File: config.mk
export PLATFORM = sky130hd
export DESIGN_NAME = itc_fifo_cell
export DESIGN_NICKNAME = d
export VERILOG_FILES = /design/src/rtl/itc_cell_pkg.sv /design/src/rtl/itc_cell_store.sv /design/src/rtl/itc_cell_waiters.sv /design/src/rtl/itc_cell_ctrl.sv /design/src/rtl/itc_fifo_cell.sv
export SDC_FILE = /design/constraint.sdc
export NUM_CORES = 1
export LEC_CHECK = 0
export BUFFER_PORTS_ARGS = -buffer_cell sky130_fd_sc_hd__buf_2
export CAP_MARGIN = 15
export CORE_ASPECT_RATIO = 0.9
export CORE_MARGIN = 5
export CORE_UTILIZATION = 40
export CTS_CLUSTER_DIAMETER = 40
export CTS_CLUSTER_SIZE = 25
export DETAILED_ROUTE_END_ITERATION = 12
export PLACE_DENSITY_LB_ADDON = 0.08
export SYNTH_ARGS = -nofsm -noshare
export SYNTH_HDL_FRONTEND = slang
export SYNTH_SLANG_ARGS = --single-unit
File: constraint.sdc
create_clock -name clk -period 6.25 [get_ports clk]
set_input_delay 0.625 -clock clk [delete_from_list [all_inputs] [get_ports clk]]
set_output_delay 0.625 -clock clk [all_outputs]
set_load 0.005 [all_outputs]
File: src/rtl/itc_cell_pkg.sv
package itc_cell_pkg;
  typedef enum logic [2:0] {
    VW_RAW     = 3'd0,
    VW_TAG     = 3'd1,
    VW_Q_BLOCK = 3'd2,
    VW_Q_TRY   = 3'd3
  } cell_view_e;

  typedef struct packed {
    logic trap;
    logic full;
    logic empty;
  } cell_flags_t;

  localparam int TAGB_EMPTY = 0;
  localparam int TAGB_FULL  = 1;
  localparam int TAGB_TRAP  = 16;
  localparam int TAGB_QMODE = 17;
  localparam int TAGB_COUNT = 18;
  localparam int TAGB_DCODE = 28;
  localparam int DCODE_W    = 4;
endpackage

File: src/rtl/itc_cell_store.sv
module itc_cell_store #(
  parameter int DW    = 64,
  parameter int DEPTH = 8,
  parameter int AW    = 3
) (
  input  logic          clk,
  input  logic          we,
  input  logic [AW-1:0] waddr,
  input  logic [DW-1:0] wdata,
  input  logic [AW-1:0] raddr,
  output logic [DW-1:0] rdata_q
);
  logic [DW-1:0] slots [DEPTH];

  always_ff @(posedge clk) begin
    if (we) slots[waddr] <= wdata;
    rdata_q <= slots[raddr];
  end
endmodule

File: src/rtl/itc_cell_waiters.sv
module itc_cell_waiters #(
  parameter int NTHR = 8,
  parameter int TIDW = 3
) (
  input  logic            clk,
  input  logic            rst,
  input  logic            add_req,
  input  logic [TIDW-1:0] add_tid,
  input  logic            wake_req,
  output logic            any_waiting,
  output logic [NTHR-1:0] wake_q
);
  logic [NTHR-1:0] pend_q;

  assign any_waiting = |pend_q;

  always_ff @(posedge clk) begin
    if (rst) begin
      pend_q <= '0;
      wake_q <= '0;
    end else begin
      wake_q <= '0;
      if (wake_req) begin
        wake_q <= pend_q;
        pend_q <= '0;
      end else if (add_req) begin
        pend_q[add_tid] <= 1'b1;
      end
    end
  end
endmodule

File: src/rtl/itc_cell_ctrl.sv
module itc_cell_ctrl
  import itc_cell_pkg::*;
#(
  parameter int DW    = 64,
  parameter int DEPTH = 8,
  parameter int AW    = 3,
  parameter int CW    = 4
) (
  input  logic          clk,
  input  logic          rst,
  input  logic          req_valid,
  input  logic          req_write,
  input  logic [2:0]    req_view,
  input  logic [DW-1:0] req_wdata,
  input  logic          waiters_any,
  output logic          mem_we,
  output logic [AW-1:0] mem_waddr,
  output logic [DW-1:0] mem_wdata,
  output logic [AW-1:0] mem_raddr,
  output logic          hold_req,
  output logic          wake_req,
  output logic          rsp_valid_q,
  output logic          rsp_block_q,
  output logic          use_mem_q,
  output logic [DW-1:0] aux_q
);
  localparam logic [CW-1:0] CNT_MAX  = CW'(DEPTH);
  localparam logic [CW-1:0] CNT_NEAR = CW'(DEPTH - 1);

  cell_flags_t   flg_q, flg_n;
  logic [AW-1:0] rp_q, rp_n;
  logic [CW-1:0] cnt_q, cnt_n;
  logic          use_mem_n;
  logic [DW-1:0] aux_n;
  logic [DW-1:0] tag_word;
  logic [AW-1:0] tail_idx;
  logic          is_blocking;

  assign tail_idx    = rp_q + cnt_q[AW-1:0];
  assign mem_raddr   = rp_q;
  assign mem_wdata   = req_wdata;
  assign is_blocking = (req_view == VW_Q_BLOCK);

  always_comb begin
    tag_word                        = '0;
    tag_word[TAGB_EMPTY]            = flg_q.empty;
    tag_word[TAGB_FULL]             = flg_q.full;
    tag_word[TAGB_TRAP]             = flg_q.trap;
    tag_word[TAGB_QMODE]            = 1'b1;
    tag_word[TAGB_COUNT +: CW]      = cnt_q;
    tag_word[TAGB_DCODE +: DCODE_W] = DCODE_W'(AW);
  end

  always_comb begin
    flg_n     = flg_q;
    rp_n      = rp_q;
    cnt_n     = cnt_q;
    mem_we    = 1'b0;
    mem_waddr = tail_idx;
    hold_req  = 1'b0;
    wake_req  = 1'b0;
    use_mem_n = 1'b0;
    aux_n     = '0;
    if (req_valid) begin
      case (req_view)
        VW_RAW: begin
          if (req_write) begin
            if (cnt_q != '0) begin
              mem_we    = 1'b1;
              mem_waddr = tail_idx - AW'(1);
            end
          end else begin
            use_mem_n = 1'b1;
          end
        end
        VW_TAG: begin
          if (req_write) begin
            flg_n.trap  = req_wdata[TAGB_TRAP];
            flg_n.empty = req_wdata[TAGB_EMPTY];
            flg_n.full  = req_wdata[TAGB_FULL];
            if (req_wdata[TAGB_EMPTY]) cnt_n = '0;
          end else begin
            aux_n = tag_word;
          end
        end
        VW_Q_BLOCK, VW_Q_TRY: begin
          if (!req_write) begin
            flg_n.full = 1'b0;
            if (flg_q.empty && is_blocking) begin
              hold_req = 1'b1;
            end else begin
              wake_req = waiters_any;
              if (cnt_q != '0) begin
                use_mem_n = 1'b1;
                rp_n      = rp_q + AW'(1);
                cnt_n     = cnt_q - CW'(1);
              end
              if (cnt_q <= CW'(1)) flg_n.empty = 1'b1;
            end
          end else begin
            flg_n.empty = 1'b0;
            if (flg_q.full && is_blocking) begin
              hold_req = 1'b1;
            end else begin
              wake_req = waiters_any;
              if (cnt_q < CNT_MAX) begin
                mem_we = 1'b1;
                cnt_n  = cnt_q + CW'(1);
              end
              if (cnt_q >= CNT_NEAR) flg_n.full = 1'b1;
            end
          end
        end
        default: ;
      endcase
    end
  end

  always_ff @(posedge clk) begin
    if (rst) begin
      flg_q       <= '{trap: 1'b0, full: 1'b0, empty: 1'b1};
      rp_q        <= '0;
      cnt_q       <= '0;
      rsp_valid_q <= 1'b0;
      rsp_block_q <= 1'b0;
      use_mem_q   <= 1'b0;
      aux_q       <= '0;
    end else begin
      flg_q       <= flg_n;
      rp_q        <= rp_n;
      cnt_q       <= cnt_n;
      rsp_valid_q <= req_valid;
      rsp_block_q <= hold_req;
      use_mem_q   <= use_mem_n;
      aux_q       <= aux_n;
    end
  end
endmodule

File: src/rtl/itc_fifo_cell.sv
module itc_fifo_cell #(
  parameter int DW    = 64,
  parameter int DEPTH = 8,
  parameter int NTHR  = 8,
  parameter int TIDW  = (NTHR > 1) ? $clog2(NTHR) : 1
) (
  input  logic            clk,
  input  logic            rst,
  input  logic            req_valid,
  input  logic            req_write,
  input  logic [2:0]      req_view,
  input  logic [TIDW-1:0] req_tid,
  input  logic [DW-1:0]   req_wdata,
  output logic            rsp_valid,
  output logic [DW-1:0]   rsp_rdata,
  output logic            rsp_block,
  output logic [NTHR-1:0] wake_mask
);
  localparam int AW = $clog2(DEPTH);
  localparam int CW = $clog2(DEPTH + 1);

  logic          mem_we;
  logic [AW-1:0] mem_waddr;
  logic [AW-1:0] mem_raddr;
  logic [DW-1:0] mem_wdata;
  logic [DW-1:0] mem_q;
  logic [DW-1:0] aux_q;
  logic          use_mem_q;
  logic          hold_req;
  logic          wake_req;
  logic          waiters_any;

  itc_cell_ctrl #(.DW(DW), .DEPTH(DEPTH), .AW(AW), .CW(CW)) u_ctrl (
    .clk(clk), .rst(rst),
    .req_valid(req_valid), .req_write(req_write), .req_view(req_view),
    .req_wdata(req_wdata), .waiters_any(waiters_any),
    .mem_we(mem_we), .mem_waddr(mem_waddr), .mem_wdata(mem_wdata),
    .mem_raddr(mem_raddr), .hold_req(hold_req), .wake_req(wake_req),
    .rsp_valid_q(rsp_valid), .rsp_block_q(rsp_block),
    .use_mem_q(use_mem_q), .aux_q(aux_q)
  );

  itc_cell_store #(.DW(DW), .DEPTH(DEPTH), .AW(AW)) u_store (
    .clk(clk), .we(mem_we), .waddr(mem_waddr), .wdata(mem_wdata),
    .raddr(mem_raddr), .rdata_q(mem_q)
  );

  itc_cell_waiters #(.NTHR(NTHR), .TIDW(TIDW)) u_wait (
    .clk(clk), .rst(rst),
    .add_req(hold_req), .add_tid(req_tid), .wake_req(wake_req),
    .any_waiting(waiters_any), .wake_q(wake_mask)
  );

  assign rsp_rdata = use_mem_q ? mem_q : aux_q;
endmodule

==> flow_metrics.tcl, run 1 <==
set metrics [dict create \
    root_buffer "clkbuf_16" \
    synth_most_common_cell "edfxtp_1" \
    min_path_cells 1 \
    setup_slack_ps 2472 \
    min_to "u_store.slots[0][56]" \
    synth_compound_gate_area_share_pct 1.098 \
    synth_seq_cells 613 \
    clock_sinks 613 \
    yosys-top-cells-count "edfxtp_1 (512), mux4_2 (128), dfxtp_1 (101), and2_1 (72), mux2_2 (71)" \
    syn_inst 1084 \
    hold_class "input port to flop" \
    post_cts_resize_count 0 \
    die_h_microns 236.5 \
    ys_top_cells_by_area "edfxtp_1 (67%), mux4_2 (13%), dfxtp_1 (8.9%), mux2_2 (3.5%), and2_1 (2.0%)" \
    ys_async_sr_fraction_pct 0 \
    fin_crit_sh_pct 60.44 \
    grt_max_degree 98 \
    synth_top_family_by_area "multiplexers" \
    yosys_warnings 0 \
    min_period_ps 3778 \
    viasPerCell 5.027 \
    drt.antenna.violating_nets 0 \
    yosysUniqueCellTypes 58 \
    clock_latency_ps 620 \
    reg2reg_from "u_ctrl.cnt_q[0]" \
    hold_viol 0 \
    drtIter0Drc 730 \
    arrival_ps 4090 \
    cp.buffers_inverters 2 \
    crit_chain "ha_1 -> inv_1 -> fa_1 -> ha_1 -> nand4_2 -> xnor2_1 -> and2_4 -> buf_4" \
    gp_congestion 0.7330 \
    synthAdderAreaFrac_pct 0.4171 \
    cp_common_cell "ha_1" \
    port_buffers 147 \
    crit_type "flop to flop" \
    grt_pass1_vias 11584 \
    grt_overflow 0 \
    clockBufferDepth 3 \
    status "complete, no violations" \
    drc 0 \
    synth_top_area_share_pct 67.43 \
    clock_skew_ps 21.33 \
    h-tree-depth 3 \
    fmax_mhz 264.7 \
    peakVddDrop_v 0.0001836 \
    cts_tree "done" \
    crit_family "simple AND/OR/NAND/NOR gates" \
    critPathSlowestCell "and2_4" \
    die_x_microns 261.7 \
    dr_total_vias 10708 \
    fin_nets 1370 \
    cts_setup_buffers 0 \
    initial_core_util_pct 40.21 \
    cp-end-kind "flop" \
    yosys.area.top_type "edfxtp_1" \
    grt_pass1_wl_microns 72750 \
    r2r_slack_ps 2470 \
    rsz0062_at_grt "false" \
    dp_hpwl_microns 25870 \
    place_ws_ps 2386 \
    synthFlopType "edfxtp_1" \
    setup_viol 0 \
    r2r_end "u_store.slots[6][18]" \
    core_area_sq_um 56700 \
    clk_pin_slew_worst_paths_ps 60 \
    io_pins 148 \
    layout-drive-gt1-share_pct 39.96 \
    cpPeakStageDelay_ps 890 \
    synth_xor_area_share_pct 0.2689 \
    grtUsageTotal_pct 15.59 \
    routed_wl_microns 47540 \
    hold_start "req_wdata[56]" \
    syn_area_sq_um 22800 \
    reg2reg_depth 8 \
    crit_path_start "u_ctrl.cnt_q[0]" \
    path_max_fanout 54 \
    synthMuxAreaShare_pct 16.42 \
    max_slew_margin_pct 24.30 \
    dieArea_sq_um 61880 \
    required_ps 6560 \
    hold_buffers 0 \
    tns_ps 0 \
    ys_seq_area_share_pct 76.30 \
    antenna_found_initial 5 \
    final-max-slew-violation-count 0 \
    power_density_nw_per_um2 351.3 \
    cts-buffers-inserted 91 \
    cap_violations 0 \
    p_leak_nw 9.254 \
    synth_nets 1165 \
    worstMarginPinSlew_ps 1135 \
    synth_area_per_cell_sq_um 21.03 \
    syn2layout_area_growth_pct 20.69 \
    rows 83 \
    drtPass1Iterations 4 \
    synth_edf_count 512 \
    synthSimpleGateAreaFrac_pct 4.193 \
    wl_per_cell_microns 22.32 \
    worstSetupStartpointType "flop" \
]
[stage by stage]
| step | total power [mW] | cell area (sq um) | cells | utilization, % | hold WS, ps |
|---|---|---|---|---|---|
| 6_report | 9.668 | 27520 | 2130 | 48.53 | 290.6 |
| 5_1_grt | 10.03 | 27520 | 2129 | 48.53 | 255.8 |
| 4_1_cts | 9.802 | 27520 | 2129 | 48.53 | 249.8 |
| 3_5_place_dp | 4.792 | 24480 | 1961 | 43.17 | 446.4 |
| 3_3_place_gp | 4.787 | 24480 | 1961 | 43.17 | 454.5 |
| 2_1_floorplan | 4.679 | 22800 | 1084 | - | 429.1 |
[cell usage in the layout, fill, tap and decap left out, types with 4 or more instances in the layout]
| cell | instances |
|---|---|
| and2_1 | 70 |
| buf_2 | 147 |
| clkinv_4 | 12 |
| inv_6 | 21 |
| buf_4 | 12 |
| nand2b_1 | 11 |
| inv_8 | 8 |
| bufinv_16 | 4 |
| clkbuf_16 | 93 |
| buf_12 | 5 |
| nor4_1 | 8 |
| nor3_1 | 7 |
| xor2_1 | 4 |
| nor2_4 | 6 |
| mux2_2 | 71 |
| clkinv_2 | 10 |
| nor2b_1 | 5 |
| ha_1 | 6 |
| o21a_1 | 7 |
| dfxtp_1 | 97 |
| nor2_1 | 16 |
| clkinvlp_4 | 9 |
| edfxtp_1 | 512 |
| mux4_2 | 128 |
| mux2i_1 | 5 |
| inv_1 | 8 |
| nand2_1 | 12 |
| a21oi_1 | 4 |
[state kept, by name (all words and copies together), names as in the netlist]
signal,cells
u_store.slots,512
u_store.rdata_q,64
u_ctrl.aux_q,8
u_wait.pend_q,8
u_wait.wake_q,8
u_ctrl.cnt_q,4
u_ctrl.flg_q,3
u_ctrl.mem_raddr,3
u_ctrl.rsp_block_q,1
u_ctrl.rsp_valid_q,1
u_ctrl.use_mem_q,1
[worst reg2reg max path: cells and delay by family, from the launching register on]
family,cells,cell delay (ps)
and+or+nand+nor,2,1040
adders and majority gates,3,950
xor gates and xnor gates,1,650
DFF,1,470
buffers and inverters,2,380
[per-layer routing]
layer  vias up  global-route usage [%]  wire length (microns)
met1      5573                   23.16                  22670
met4         4                   4.220                    859
li1       4823                       -                      -
met3        76                   3.678                   2287
met5         -                       0                     19
met2       232                   23.32                  21700
[power by group]
group	internal [mW]	leakage, nW	switching (mW)	total (mW)
Sequential	4.49	5.46	0.0165	4.50
Combinational	0.0737	2.32	0.124	0.198
Clock	3.00	1.48	1.97	4.97
Total	7.56	9.25	2.11	9.67
[layout make-up]
class                           count  area [sq um]
Clock inverter                     69         663.1
Antenna cell                        1         2.502
Sequential cell                   613         17410
Fill cell                        4782         29180
Multi-Input combinational cell    411          5156
Clock buffer                       99          2374
Tap cell                          765         957.2
Inverter                            8         30.03
Timing Repair Buffer              164         925.9
[kinds of logic after synthesis]
family                   Yosys count
AO/OA/AOI/OAI                     33
XOR/XNOR                           7
adder cells (fa/ha/maj)            7
buffers and inverters             60
flip-flops                       613
multiplexers                     205
AND/OR/NAND/NOR                  159
[worst max path at each step]
stage	end	slack, ps	cells after the start
floorplan	u_store.slots[3][0]	910	8
global placement	u_store.slots[6][10]	2480	8
detailed placement	u_store.slots[6][50]	2390	8
CTS	u_store.slots[6][18]	2360	8
global route	u_store.slots[6][18]	2170	8
finish	u_store.slots[6][18]	2470	8
(Power assumes the default switching activity.)
==> inputs of run 2 (changes only) <==
clock period = 3 ns   (was 6.25 ns; I/O delays follow)
==> run 2 against run 1 <==
  * Clock skew is 4.0 ps higher
  * Utilization grew 1.4 points
  * Clock-buffer cell count shrank 2
  * Critical path type unchanged
  * Sequential share of layout area is 1.8 points lower
  * Flip-flop and latch count is the same
  * Highest routed layer unchanged
  * First-iteration DRC count fell by 5.6%
  * Cell area grew 2.9%
  * Critical endpoint is now u_store.slots[2][31]
==> flow_metrics.tcl, run 2 (synthesis results as in run 1) <==
set metrics [dict create \
    die_h_microns 236.5 \
    fmax_mhz 356.3 \
    drtIter0Drc 689 \
    syn2layout_area_growth_pct 24.24 \
    required_ps 3270 \
    largest_register "u_store.slots" \
    reg_top3 "u_store.slots x512, u_store.rdata_q x64" \
    cp-end-kind "flop" \
    cts-buffers-inserted 85 \
    fin_nets 1438 \
    die_x_microns 261.7 \
    drc 0 \
    grtUsageTotal_pct 15.93 \
    crit_family "adder cells" \
    port_buffers 147 \
    rsz0062_at_grt "false" \
    grt_pass1_wl_microns 74750 \
    hold_viol 0 \
    rows 83 \
    dr_total_vias 11074 \
    hold_slack_ps 27.37 \
    clock_skew_ps 25.30 \
    seq_power_share_pct 47.0 \
    layout_commonest_cell "edfxtp_1" \
    min_period_ps 2807 \
    worstSetupStartpointType "flop" \
    fin_crit_sh_pct 93.55 \
    crit_type "flop to flop" \
    cp_num_cells 8 \
    diodes 0 \
    grt_max_degree 131 \
    clock_sinks 613 \
    gp_congestion 0.7119 \
    p_sw_mw 4.239 \
    max_slew_margin_pct 41.13 \
    p_leak_nw 9.565 \
    arrival_ps 3080 \
    antenna_found_initial 4 \
    largest_reg_flops 512 \
    viasPerCell 5.047 \
    layout-drive-gt1-share_pct 38.70 \
    power_density_nw_per_um2 704.0 \
    grt_overflow 0 \
    peakVddDrop_v 0.0003705 \
    routed_wl_microns 48780 \
    cap_violations 0 \
    status "complete, no violations" \
    drt.antenna.violating_nets 0 \
    p_int_mw 15.70 \
    initial_core_util_pct 40.21 \
    clock_latency_ps 610 \
    reg2reg_depth 8 \
    cts_tree "done" \
    dp_hpwl_microns 27230 \
    h-tree-depth 3 \
    clockBufferDepth 3 \
    path_max_fanout 38 \
    core_area_sq_um 56700 \
    hold_class "input port to flop" \
    dieArea_sq_um 61880 \
    switching_share_pct 21.25 \
    cts_setup_buffers 0 \
    critPathSlowestCell "fa_1" \
    wl_per_cell_microns 22.23 \
    layout_common_cells "edfxtp_1 (512), buf_2 (147), mux4_2 (128)" \
    worstMarginPinSlew_ps 875.7 \
    min_path_cells 1 \
    clk_pin_slew_worst_paths_ps 60 \
    post_cts_resize_count 0 \
    root_buffer "clkbuf_16" \
    pwr-share-comb_pct 2.5 \
    cp.buffers_inverters 2 \
    clkPwrFrac_pct 50.5 \
    grt_pass1_vias 11975 \
    crit_chain "ha_1 -> inv_1 -> fa_1 -> ha_1 -> and4b_1 -> o22a_1 -> and2_4 -> buf_12" \
    final-max-slew-violation-count 0 \
    cp_common_cell "ha_1" \
    tns_ps 0 \
    setup_viol 0 \
    io_pins 148 \
    drtPass1Iterations 5 \
    cpPeakStageDelay_ps 620 \
]
==> run 2: path summary, 6_finish.rpt <==
path	to	startpoint	slack, ps
setup / recovery	u_store.slots[2][31]	u_ctrl.cnt_q[0]	190
hold reg to reg	u_ctrl.aux_q[16]	u_ctrl.flg_q[2]	460
setup reg to reg	u_store.slots[2][31]	u_ctrl.cnt_q[0]	190
hold / removal	u_store.slots[7][1]	req_wdata[1]	30
==> run 2: metal layers <==
layer / global-route usage (%) / part of all wire, %
met2: 24.88 / 47
met1: 23.10 / 47
met5: 0 / 0.070
met4: 4.061 / 1.7
met3: 3.327 / 4.4
==> run 2: per-stage QoR <==
stage	utilization [%]	instance area [sq um]	total power [mW]	setup WS, ps	cells
CTS	49.96	28330	20.22	181.9	2194
finish	49.96	28330	19.94	193.5	2194
global route	49.96	28330	20.66	62.11	2194
global placement	43.67	24760	9.987	199.3	1974
floorplan	-	22880	9.746	-184.3	1084
detailed placement	43.67	24760	9.995	198.9	1974
==> run 2: worst register-to-register path, cell delays in order, from the launching register on <==
cell     delay [ps]
dfxtp_2         400
ha_1            170
inv_1            60
fa_1            630
ha_1            270
and4b_1         290
o22a_1          180
and2_4          180
buf_12          280
==> run 2: final cells by class <==
| cell class | count | area [sq um] |
|---|---|---|
| fill | 4706 | 28380 |
| sequential | 613 | 17410 |
| multi-input combinational | 411 | 5166 |
| clock buffer | 97 | 2275 |
| timing repair buffer | 238 | 1809 |
| tap | 765 | 957.2 |
| clock inverter | 62 | 678.2 |
| inverter | 8 | 30.03 |
==> run 2: timing repair <==
action,4_1_cts,5_1_grt
hold buffers,61,0
endpoints found under the hold margin,488,0
setup endpoints to repair,0,0
==> run 2: power groups by stage <==
stage / clock network [mW] / registers (mW) / logic [mW]
global route: 10.7 / 9.39 / 0.541
CTS: 10.3 / 9.38 / 0.504
finish: 10.1 / 9.38 / 0.492
detailed placement: 0 / 9.56 / 0.434
floorplan: 0 / 9.55 / 0.197
global placement: 0 / 9.56 / 0.429
==> inputs of run 3 (changes only) <==
==> constraint.sdc (replaced) <==
create_clock -name clk -period 3 [get_ports clk]
set_input_delay 0.15 -clock clk [delete_from_list [all_inputs] [get_ports clk]]
set_output_delay 0.15 -clock clk [all_outputs]
set_load 0.005 [all_outputs]
==> run 3 against run 2 <==
  * Worst setup slack gained 22 ps
  * Utilization grew 0.22 points
  * Sequential share of layout area shrank 0.27 points
  * Cell area grew 0.44%
  * Combinational power grew 3%
  * Maximum frequency grew 0.80%
  * Clock power is essentially flat
  * Routed wire length grew 1.6%
  * Worst hold slack gained 26 ps
  * Flip-flop and latch count is the same
  * Global-route usage grew 0.34 points
  * First-iteration DRC count shrank 20%
==> flow_metrics.tcl, run 3 (synthesis results as in run 1) <==
set metrics [dict create \
    status "complete, no violations" \
    dp_hpwl_microns 27070 \
    clock_skew_ps 26.43 \
    largest_register "u_store.slots" \
    io_pins 148 \
    regArea_sq_um 17410 \
    dr_total_vias 11118 \
    grt_overflow 0 \
    grt_pass1_vias 12150 \
    viasPerCell 5.010 \
    worstMarginPinSlew_ps 959.4 \
    layout-drive-gt1-share_pct 37.78 \
    power_density_nw_per_um2 696.5 \
    clock_sinks 613 \
    largest_reg_flops 512 \
    routed_wl_microns 49570 \
    h-tree-depth 3 \
    arrival_ps 3050 \
    peakVddDrop_v 0.0004213 \
    multiInputGateArea_sq_um 5169 \
    cp-end-kind "flop" \
    required_ps 3260 \
    fin_crit_sh_pct 92.81 \
    crit_type "flop to flop" \
    hold_class "input port to flop" \
    dieArea_sq_um 61880 \
    die_h_microns 236.5 \
    clockBufferDepth 3 \
    drtPass1Iterations 5 \
    drc 0 \
    final_core_util_pct 50.18 \
    gp_congestion 0.6980 \
    hold_slack_ps 53.41 \
    worstSetupStartpointType "flop" \
    port_buffers 147 \
    path_max_fanout 49 \
    p_leak_nw 9.636 \
    clk_pin_slew_worst_paths_ps 50 \
    initial_core_util_pct 40.21 \
    cap_violations 0 \
    drt.antenna.violating_nets 0 \
    core_area_sq_um 56700 \
    hold_viol 0 \
    cts_tree "done" \
    rsz0062_at_grt "false" \
    grt_pass1_wl_microns 76070 \
    grt_max_degree 131 \
    clock_latency_ps 610 \
    final-max-slew-violation-count 0 \
    layout_common_cells "edfxtp_1 (512), buf_2 (147), mux4_2 (128)" \
    max_slew_margin_pct 36.04 \
    grtUsageTotal_pct 16.27 \
    fmax_mhz 359.2 \
    setup_viol 0 \
    cts-buffers-inserted 88 \
    layout_commonest_cell "edfxtp_1" \
    rows 83 \
    antenna_found_initial 7 \
    fin_nets 1460 \
    reg_top3 "u_store.slots x512, u_store.rdata_q x64" \
    drtIter0Drc 548 \
    root_buffer "clkbuf_16" \
    syn2layout_area_growth_pct 24.79 \
    wl_per_cell_microns 22.34 \
    min_period_ps 2784 \
    die_x_microns 261.7 \
    fill_cells 4720 \
]
-- run 3: cell types whose count changed in the layout (fill, tap and decap cells not counted), moves of 3 or more --
cell / delta
buf_4: +8
inv_6: -12
clkbuf_1: +14
clkinv_1: +3
clkinv_2: +4
dlygate4sd3_1: +12
clkbuf_16: +5
-- run 3: critical path: stages, from the launching register on --
cell and delay [ps]:
dfxtp_2 400, ha_1 170, inv_1 60, fa_2 620, ha_1 170, nand4_2 120
xor2_1 210, buf_4 190, nor2_4 130, clkbuf_16 330
-- run 3: layer usage --
| metal | global-route usage, % | vias up | wire (microns) |
|---|---|---|---|
| met4 | 4.092 | 6 | 924 |
| met5 | 0 | - | 26 |
| met2 | 25.53 | 236 | 23300 |
| li1 | - | 5003 | - |
| met1 | 23.39 | 5784 | 23080 |
| met3 | 3.561 | 89 | 2234 |
-- run 3: power breakdown --
part	internal (mW)	switching, mW	total (mW)
registers	9.35	0.0335	9.39
logic	0.224	0.281	0.506
clock network	6.15	3.78	9.93
-- run 3: metrics by stage --
stage	cell area (sq um)	setup TNS, ps	total power, mW	std cells	setup WS, ps
floorplan	22880	-68050	9.746	1084	-184.3
detailed placement	24760	0	9.998	1975	108.3
finish	28450	0	19.82	2219	215.7
CTS	28400	0	20.08	2212	103.2
global placement	24760	0	9.990	1975	130.9
global route	28450	0	20.53	2219	22.69
-- run 3: worst paths after layout --
path | start | endpoint | slack [ps] | cells after the start
max | u_ctrl.cnt_q[0] | u_store.slots[5][30] | 220 | 9
min | req_view[0] | u_ctrl.use_mem_q | 50 | 3
max reg2reg | u_ctrl.cnt_q[0] | u_store.slots[5][30] | 220 | 9
min reg2reg | u_ctrl.flg_q[2] | u_ctrl.aux_q[16] | 480 | 1
-- run 3: final cells by class --
type	count	area share [%]
Sequential cell	613	61.19
Multi-Input combinational cell	411	18.17
Clock buffer	116	8.580
Timing Repair Buffer	257	6.940
Tap cell	765	3.364
Clock inverter	48	1.640
Inverter	8	0.1055
Antenna cell	1	0.008795
-- run 3: timing repair --
item / CTS / global route
endpoints found under the setup margin: 0 / 119
hold buffers: 73 / 0
gates resized for setup: 0 / 2
hold endpoints to repair: 531 / 0
buffers inserted: 0 / 6
